`config.mk`:
```
export PLATFORM = sky130hd
export DESIGN_NAME = lane_frame_tracker
export DESIGN_NICKNAME = d
export VERILOG_FILES = /design/src/rtl/lft_pkg.sv /design/src/rtl/lft_width_latch.sv /design/src/rtl/lft_sym_step.sv /design/src/rtl/lft_lane_chain.sv /design/src/rtl/lane_frame_tracker.sv
export SDC_FILE = /design/constraint.sdc
export NUM_CORES = 1
export LEC_CHECK = 0
export CAP_MARGIN = 10
export CORE_UTILIZATION = 60
export DETAILED_ROUTE_END_ITERATION = 12
export DONT_BUFFER_PORTS = 1
export PLACE_DENSITY = 0.84
export SLEW_MARGIN = 20
export SYNTH_ARGS = -nofsm -noshare
export SYNTH_HDL_FRONTEND = slang
export SYNTH_SLANG_ARGS = --single-unit
```
`constraint.sdc`:
```
create_clock -name clk -period 5.1 [get_ports clk]
set_clock_uncertainty 0.05 [all_clocks]
set_input_delay 1.02 -clock clk [delete_from_list [all_inputs] [get_ports clk]]
set_output_delay 1.02 -clock clk [all_outputs]
set_load 0.005 [all_outputs]
```
`src/rtl/lft_pkg.sv`:
```
// Shared symbol codes, state encoding and width decode for the framing tracker.
package lft_pkg;
    localparam int SYM_W = 8;

    localparam logic [SYM_W-1:0] CODE_DLLP_OPEN = 8'h5C;
    localparam logic [SYM_W-1:0] CODE_TLP_OPEN  = 8'hFB;
    localparam logic [SYM_W-1:0] CODE_PKT_CLOSE = 8'hFD;
    localparam logic [SYM_W-1:0] CODE_COMMA     = 8'hBC;

    typedef enum logic [1:0] {
        FS_IDLE = 2'd0,
        FS_TLP  = 2'd1,
        FS_DLLP = 2'd2,
        FS_OSET = 2'd3
    } frame_st_t;

    typedef struct packed {
        logic sop_tlp;
        logic sop_dllp;
        logic eop;
        logic err;
        logic body;
    } sym_flags_t;

    // Width code to lane count; unknown or unsupported codes give one lane.
    function automatic int unsigned lanes_from_cfg(input logic [2:0] code,
                                                   input int unsigned max_lanes);
        int unsigned n;
        case (code)
            3'd2:    n = 2;
            3'd4:    n = 4;
            default: n = 1;
        endcase
        if (n > max_lanes) n = 1;
        return n;
    endfunction
endpackage

```
`src/rtl/lft_width_latch.sv`:
```
// Holds the per-lane enable mask of the link.
// Assumes: cfg_lanes is meaningful only while rst_n is low; the mask is held afterwards.
module lft_width_latch #(
    parameter int MAX_LANES = 4,
    parameter int CFG_W     = 3
) (
    input  logic                 clk,
    input  logic                 rst_n,
    input  logic [CFG_W-1:0]     cfg_lanes,
    output logic [MAX_LANES-1:0] lane_en
);
    import lft_pkg::*;

    logic [MAX_LANES-1:0] mask_d;

    // Expand the width code into a contiguous enable mask from lane 0 upward.
    always_comb begin
        int unsigned cnt;
        cnt = lanes_from_cfg(3'(cfg_lanes), MAX_LANES);
        for (int i = 0; i < MAX_LANES; i++) begin
            mask_d[i] = (i < cnt);
        end
    end

    // Load the mask during reset, hold it otherwise.
    always_ff @(posedge clk) begin
        if (!rst_n) lane_en <= mask_d;
    end
endmodule

```
`src/rtl/lft_sym_step.sv`:
```
// Applies one symbol to the framing state and reports what that symbol was.
// Assumes: purely combinational; a disabled step passes the state through with no flags.
module lft_sym_step (
    input  lft_pkg::frame_st_t         st_in,
    input  logic [lft_pkg::SYM_W-1:0]  sym,
    input  logic                       is_k,
    input  logic                       en,
    output lft_pkg::frame_st_t         st_out,
    output lft_pkg::sym_flags_t        flags
);
    import lft_pkg::*;

    logic pkt_open;
    assign pkt_open = (st_in == FS_TLP) || (st_in == FS_DLLP);

    // Next state and symbol classification for one lane position.
    always_comb begin
        st_out = st_in;
        flags  = '0;
        if (en) begin
            if (is_k && sym == CODE_DLLP_OPEN) begin
                if (pkt_open) begin
                    flags.err = 1'b1;
                    st_out    = FS_IDLE;
                end else begin
                    flags.sop_dllp = 1'b1;
                    st_out         = FS_DLLP;
                end
            end else if (is_k && sym == CODE_TLP_OPEN) begin
                if (pkt_open) begin
                    flags.err = 1'b1;
                    st_out    = FS_IDLE;
                end else begin
                    flags.sop_tlp = 1'b1;
                    st_out        = FS_TLP;
                end
            end else if (is_k && sym == CODE_PKT_CLOSE) begin
                if (pkt_open) flags.eop = 1'b1;
                else          flags.err = 1'b1;
                st_out = FS_IDLE;
            end else if (is_k && sym == CODE_COMMA) begin
                flags.err = pkt_open;
                st_out    = FS_OSET;
            end else begin
                flags.body = pkt_open;
            end
        end
    end
endmodule

```
`src/rtl/lft_lane_chain.sv`:
```
// Walks the lanes of one cycle in symbol order, lane 0 first.
// Assumes: lane i's byte sits in rx_data[i*SYM_W +: SYM_W]; disabled lanes pass state through.
module lft_lane_chain #(
    parameter int MAX_LANES = 4
) (
    input  lft_pkg::frame_st_t                   st_start,
    input  logic [MAX_LANES*lft_pkg::SYM_W-1:0]  rx_data,
    input  logic [MAX_LANES-1:0]                 rx_k,
    input  logic [MAX_LANES-1:0]                 lane_go,
    output lft_pkg::frame_st_t                   st_end,
    output logic [MAX_LANES-1:0]                 f_sop_tlp,
    output logic [MAX_LANES-1:0]                 f_sop_dllp,
    output logic [MAX_LANES-1:0]                 f_eop,
    output logic [MAX_LANES-1:0]                 f_err,
    output logic [MAX_LANES-1:0]                 f_body
);
    import lft_pkg::*;

    frame_st_t  st_w [MAX_LANES+1];
    sym_flags_t fl_w [MAX_LANES];

    assign st_w[0] = st_start;
    assign st_end  = st_w[MAX_LANES];

    for (genvar g = 0; g < MAX_LANES; g++) begin : g_lane
        lft_sym_step u_step (
            .st_in  (st_w[g]),
            .sym    (rx_data[g*SYM_W +: SYM_W]),
            .is_k   (rx_k[g]),
            .en     (lane_go[g]),
            .st_out (st_w[g+1]),
            .flags  (fl_w[g])
        );
        assign f_sop_tlp[g]  = fl_w[g].sop_tlp;
        assign f_sop_dllp[g] = fl_w[g].sop_dllp;
        assign f_eop[g]      = fl_w[g].eop;
        assign f_err[g]      = fl_w[g].err;
        assign f_body[g]     = fl_w[g].body;
    end
endmodule

```
`src/rtl/lane_frame_tracker.sv`:
```
// Top of the framing tracker: latches the width, runs the lane chain, registers results.
// Assumes: synchronous active-low reset; inputs are decoded symbols aligned across lanes.
module lane_frame_tracker #(
    parameter int MAX_LANES = 4,
    parameter int CFG_W     = 3
) (
    input  logic                                clk,
    input  logic                                rst_n,
    input  logic [CFG_W-1:0]                    cfg_lanes,
    input  logic                                in_valid,
    input  logic [MAX_LANES*lft_pkg::SYM_W-1:0] rx_data,
    input  logic [MAX_LANES-1:0]                rx_k,
    output logic                                tlp_active,
    output logic                                dllp_active,
    output logic                                os_active,
    output logic [MAX_LANES-1:0]                sop_tlp,
    output logic [MAX_LANES-1:0]                sop_dllp,
    output logic [MAX_LANES-1:0]                eop,
    output logic [MAX_LANES-1:0]                frm_err,
    output logic [MAX_LANES-1:0]                pkt_body
);
    import lft_pkg::*;

    logic [MAX_LANES-1:0] lane_en;
    logic [MAX_LANES-1:0] lane_go;
    frame_st_t            st_q;
    frame_st_t            st_n;
    logic [MAX_LANES-1:0] c_sop_tlp, c_sop_dllp, c_eop, c_err, c_body;

    lft_width_latch #(.MAX_LANES(MAX_LANES), .CFG_W(CFG_W)) u_width (
        .clk       (clk),
        .rst_n     (rst_n),
        .cfg_lanes (cfg_lanes),
        .lane_en   (lane_en)
    );

    // A lane takes part only when enabled by the width and the cycle is valid.
    assign lane_go = lane_en & {MAX_LANES{in_valid}};

    lft_lane_chain #(.MAX_LANES(MAX_LANES)) u_chain (
        .st_start   (st_q),
        .rx_data    (rx_data),
        .rx_k       (rx_k),
        .lane_go    (lane_go),
        .st_end     (st_n),
        .f_sop_tlp  (c_sop_tlp),
        .f_sop_dllp (c_sop_dllp),
        .f_eop      (c_eop),
        .f_err      (c_err),
        .f_body     (c_body)
    );

    // Register the framing state and the per-lane flags of the cycle.
    always_ff @(posedge clk) begin
        if (!rst_n) begin
            st_q     <= FS_IDLE;
            sop_tlp  <= '0;
            sop_dllp <= '0;
            eop      <= '0;
            frm_err  <= '0;
            pkt_body <= '0;
        end else begin
            st_q     <= st_n;
            sop_tlp  <= c_sop_tlp;
            sop_dllp <= c_sop_dllp;
            eop      <= c_eop;
            frm_err  <= c_err;
            pkt_body <= c_body;
        end
    end

    // Decode the registered state into the level outputs.
    always_comb begin
        tlp_active  = (st_q == FS_TLP);
        dllp_active = (st_q == FS_DLLP);
        os_active   = (st_q == FS_OSET);
    end
endmodule

```
==> flow_metrics.env <==
export IMPL_status="completed"
export IMPL_grt_max_degree=16
export IMPL_hold_path_class="reg2reg"
export IMPL_final_area_um2=1620
export IMPL_worst_pin_slew_ns=0.637
export IMPL_path_depth=10
export IMPL_yosysSeqAreaShare_pct=33.8
export IMPL_clock_latency_ns=0.32
export IMPL_syn_area_um2=1570
export IMPL_synth_common_cells="dfxtp_1, nand2_1, nor2_1"
export IMPL_grt_pass1_vias=1247
export IMPL_numPortBuffers=0
export IMPL_holdBufCountCts=0
export IMPL_max_freq_mhz=245
export IMPL_leakagePower_nw=0.586
export IMPL_yosysTopAreaCell="dfxtp_1"
export IMPL_dpl_cell_area_um2=1590
export IMPL_cp_cell_sequence="or3b_1 > or3_1 > a41oi_1 > a211oi_1 > or3_1 > a221o_1 > mux2i_1 > xor2_1 > nor3_1 > a311o_1"
export IMPL_rsz0062_at_grt="no"
export IMPL_cts_setup_buffers=0
export IMPL_drc=0
export IMPL_core_um2=2480
export IMPL_ys_types=57
export IMPL_cp_required_ns=5.28
export IMPL_synth_ff_type="dfxtp_1"
export IMPL_place_inst=214
export IMPL_wire_per_inst_um=15.3
export IMPL_peakVddDrop_mv=0.158
export IMPL_finalNetCount=234
export IMPL_crit_type="in2reg"
export IMPL_period_needed_ns=4.07
export IMPL_area_growth_pct=3.03
export IMPL_finalPower_mw=0.359
export IMPL_drtIter0Drc=58
export IMPL_drt_total_wl_um=3340
export IMPL_htree_num_levels=1
export IMPL_slew_headroom_pct=56.9
export IMPL_start_kind="input port"
export IMPL_rows=18
export IMPL_worstPathMaxFanout=8
export IMPL_critical_path_most_common_cell="or3_1"
export IMPL_cp_num_buf_inv=0
export IMPL_place_congestion=0.859
export IMPL_fp_dieH_um=53.2
export IMPL_cts_sinks=25
export IMPL_async_flop_share_pct=0
export IMPL_drv_cap=0
export IMPL_first_pass_iters=4
export IMPL_grtUsageTotal_pct=25.2
export IMPL_setup_viol=0
export IMPL_synth_edff_count=3
export IMPL_insertedDiodeCount=0
export IMPL_yosysWarningCount=0
export IMPL_gr_total_overflow=0
export IMPL_yosysMostFrequentCell="dfxtp_1"
export IMPL_cts_tree="yes"
export IMPL_synth_seq_cells=25
export IMPL_hold_viol=0
export IMPL_power_per_cell_area_nw_per_um2=222
export IMPL_reg2reg_depth=11
export IMPL_dr_total_vias=1448
export IMPL_cts_buffer_depth=2
export IMPL_via_per_inst=6.64
export IMPL_fin_cells=218
export IMPL_drive_gt1_share_pct=6.38
export IMPL_post_cts_resized=0
export IMPL_grt_pass1_wl_um=5260
export IMPL_holdPathStages=2
export IMPL_cp_arrival_ns=4.25
export IMPL_slowest_stage="or3_1"
export IMPL_synth_area_leaders="dfxtp_1, edfxtp_1, nand2_1"
export IMPL_antenna_found_initial=0
export IMPL_max_stage_delay_ns=0.51
export IMPL_min_period_over_period_pct=79.9
export IMPL_clkTransAtPathRegs_ns=0.14
export IMPL_die_w_um=53.2
export IMPL_place_hpwl_um=2680
export IMPL_synth_cells=187
export IMPL_worstSetupEndpointType="register"
export IMPL_syn_avg_cell_area_um2=8.40
export IMPL_cts_made_buffers=3
export IMPL_dieArea_um2=2830
export IMPL_ant_nets=0
export IMPL_setup_tns_ns=0
export IMPL_syn_num_nets=232
export IMPL_critPathTopFamily="simple AND/OR/NAND/NOR gates"
export IMPL_synth_top_area_share_pct=28.0
export IMPL_ios=65
export IMPL_initial_utilization_pct=63.4
export IMPL_cts_root_buf="clkbuf_4"
export IMPL_fillers=227
export IMPL_maxSlewViolCount=0
-- final cells by class --
cell class / instances / area, µm² / share of cell area (%)
Multi-Input combinational cell: 151 / 991 / 61.3
Sequential cell: 25 / 531 / 32.8
Tap cell: 30 / 37.5 / 2.32
Inverter: 8 / 30.0 / 1.86
Clock buffer: 3 / 22.5 / 1.39
Clock inverter: 1 / 6.26 / 0.387
-- worst register-to-register path, cell delays in order (launching register included) --
cell      delay (ns)
dfxtp_1         0.47
inv_1           0.12
ha_1            0.39
nand4b_1        0.25
a41oi_1         0.48
a211oi_1        0.13
or3_1           0.51
a221o_1         0.37
mux2i_1         0.21
xor2_1          0.36
nor3_1          0.12
a311o_1         0.28
-- registers in the layout (all words and copies together) (netlist names) --
register and cells:
eop 4, frm_err 4, pkt_body 4, sop_dllp 4, sop_tlp 4, u_width.lane_en 3
st_q 2
-- stage by stage --
stage | worst slack (ns) | utilization (%) | hold slack, ns
after CTS | 1.05 | 65.3 | 0.671
after global placement | 0.896 | 64.1 | 0.608
final | 1.03 | 65.3 | 0.673
after detailed placement | 0.698 | 64.1 | 0.653
after floorplan | 1.01 | - | 0.568
after global routing | 0.802 | 65.3 | 0.728
-- per-layer routing --
metal | wire [µm] | global-route usage, % | up-vias
met5 | 0 | 0 | -
met4 | 38 | 7.46 | 0
met3 | 288 | 5.17 | 6
met2 | 1580 | 42.0 | 73
met1 | 1440 | 32.3 | 666
li1 | - | - | 703
-- cell families after synthesis --
logic type / Yosys count / synth area share, %
compound gates: 28 / 14.3
fa+ha+maj: 3 / 2.39
buf+inv: 11 / 3.11
other cells: 1 / 0.239
mux: 4 / 2.55
simple gates: 109 / 40.3
xor+xnor: 6 / 3.35
flops: 25 / 33.8
-- placed cells by master (no fill, tap or decap), types with 3 or more instances in the layout --
cell type | netlist | final
clkbuf_4 | 0 | 3
nor3b_1 | 5 | 5
nor3_1 | 12 | 12
and3_1 | 7 | 7
dfxtp_1 | 22 | 22
nand3_1 | 12 | 12
or2_2 | 3 | 3
nor2_1 | 13 | 13
nor4b_1 | 4 | 4
inv_1 | 8 | 8
xnor2_1 | 4 | 4
mux2i_1 | 4 | 4
or3_1 | 6 | 6
nor4_1 | 3 | 3
edfxtp_1 | 3 | 3
nand2_1 | 21 | 21
nand2b_1 | 3 | 3
a21oi_1 | 3 | 3
and2_1 | 3 | 3
ha_1 | 3 | 3
-- path summary, 6_finish.rpt --
| kind | end | slack [ns] | from |
|---|---|---|---|
| worst max register to register | st_q[1]$_SDFF_PN0_ | 1.28 | st_q[0]$_SDFF_PN0_ |
| worst max-delay path | st_q[1]$_SDFF_PN0_ | 1.03 | rx_data[7] |
| worst min-delay path | eop[0]$_SDFF_PP0_ | 0.67 | st_q[1]$_SDFF_PN0_ |
| worst min register to register | eop[0]$_SDFF_PP0_ | 0.67 | st_q[1]$_SDFF_PN0_ |
-- report_power, final --
group	total, mW	internal (mW)	switching (mW)
logic	0.0595	0.0246	0.0349
registers	0.207	0.204	0.00300
clock network	0.0929	0.0305	0.0624
total	0.359	0.259	0.100
(Power assumes the default switching activity.)
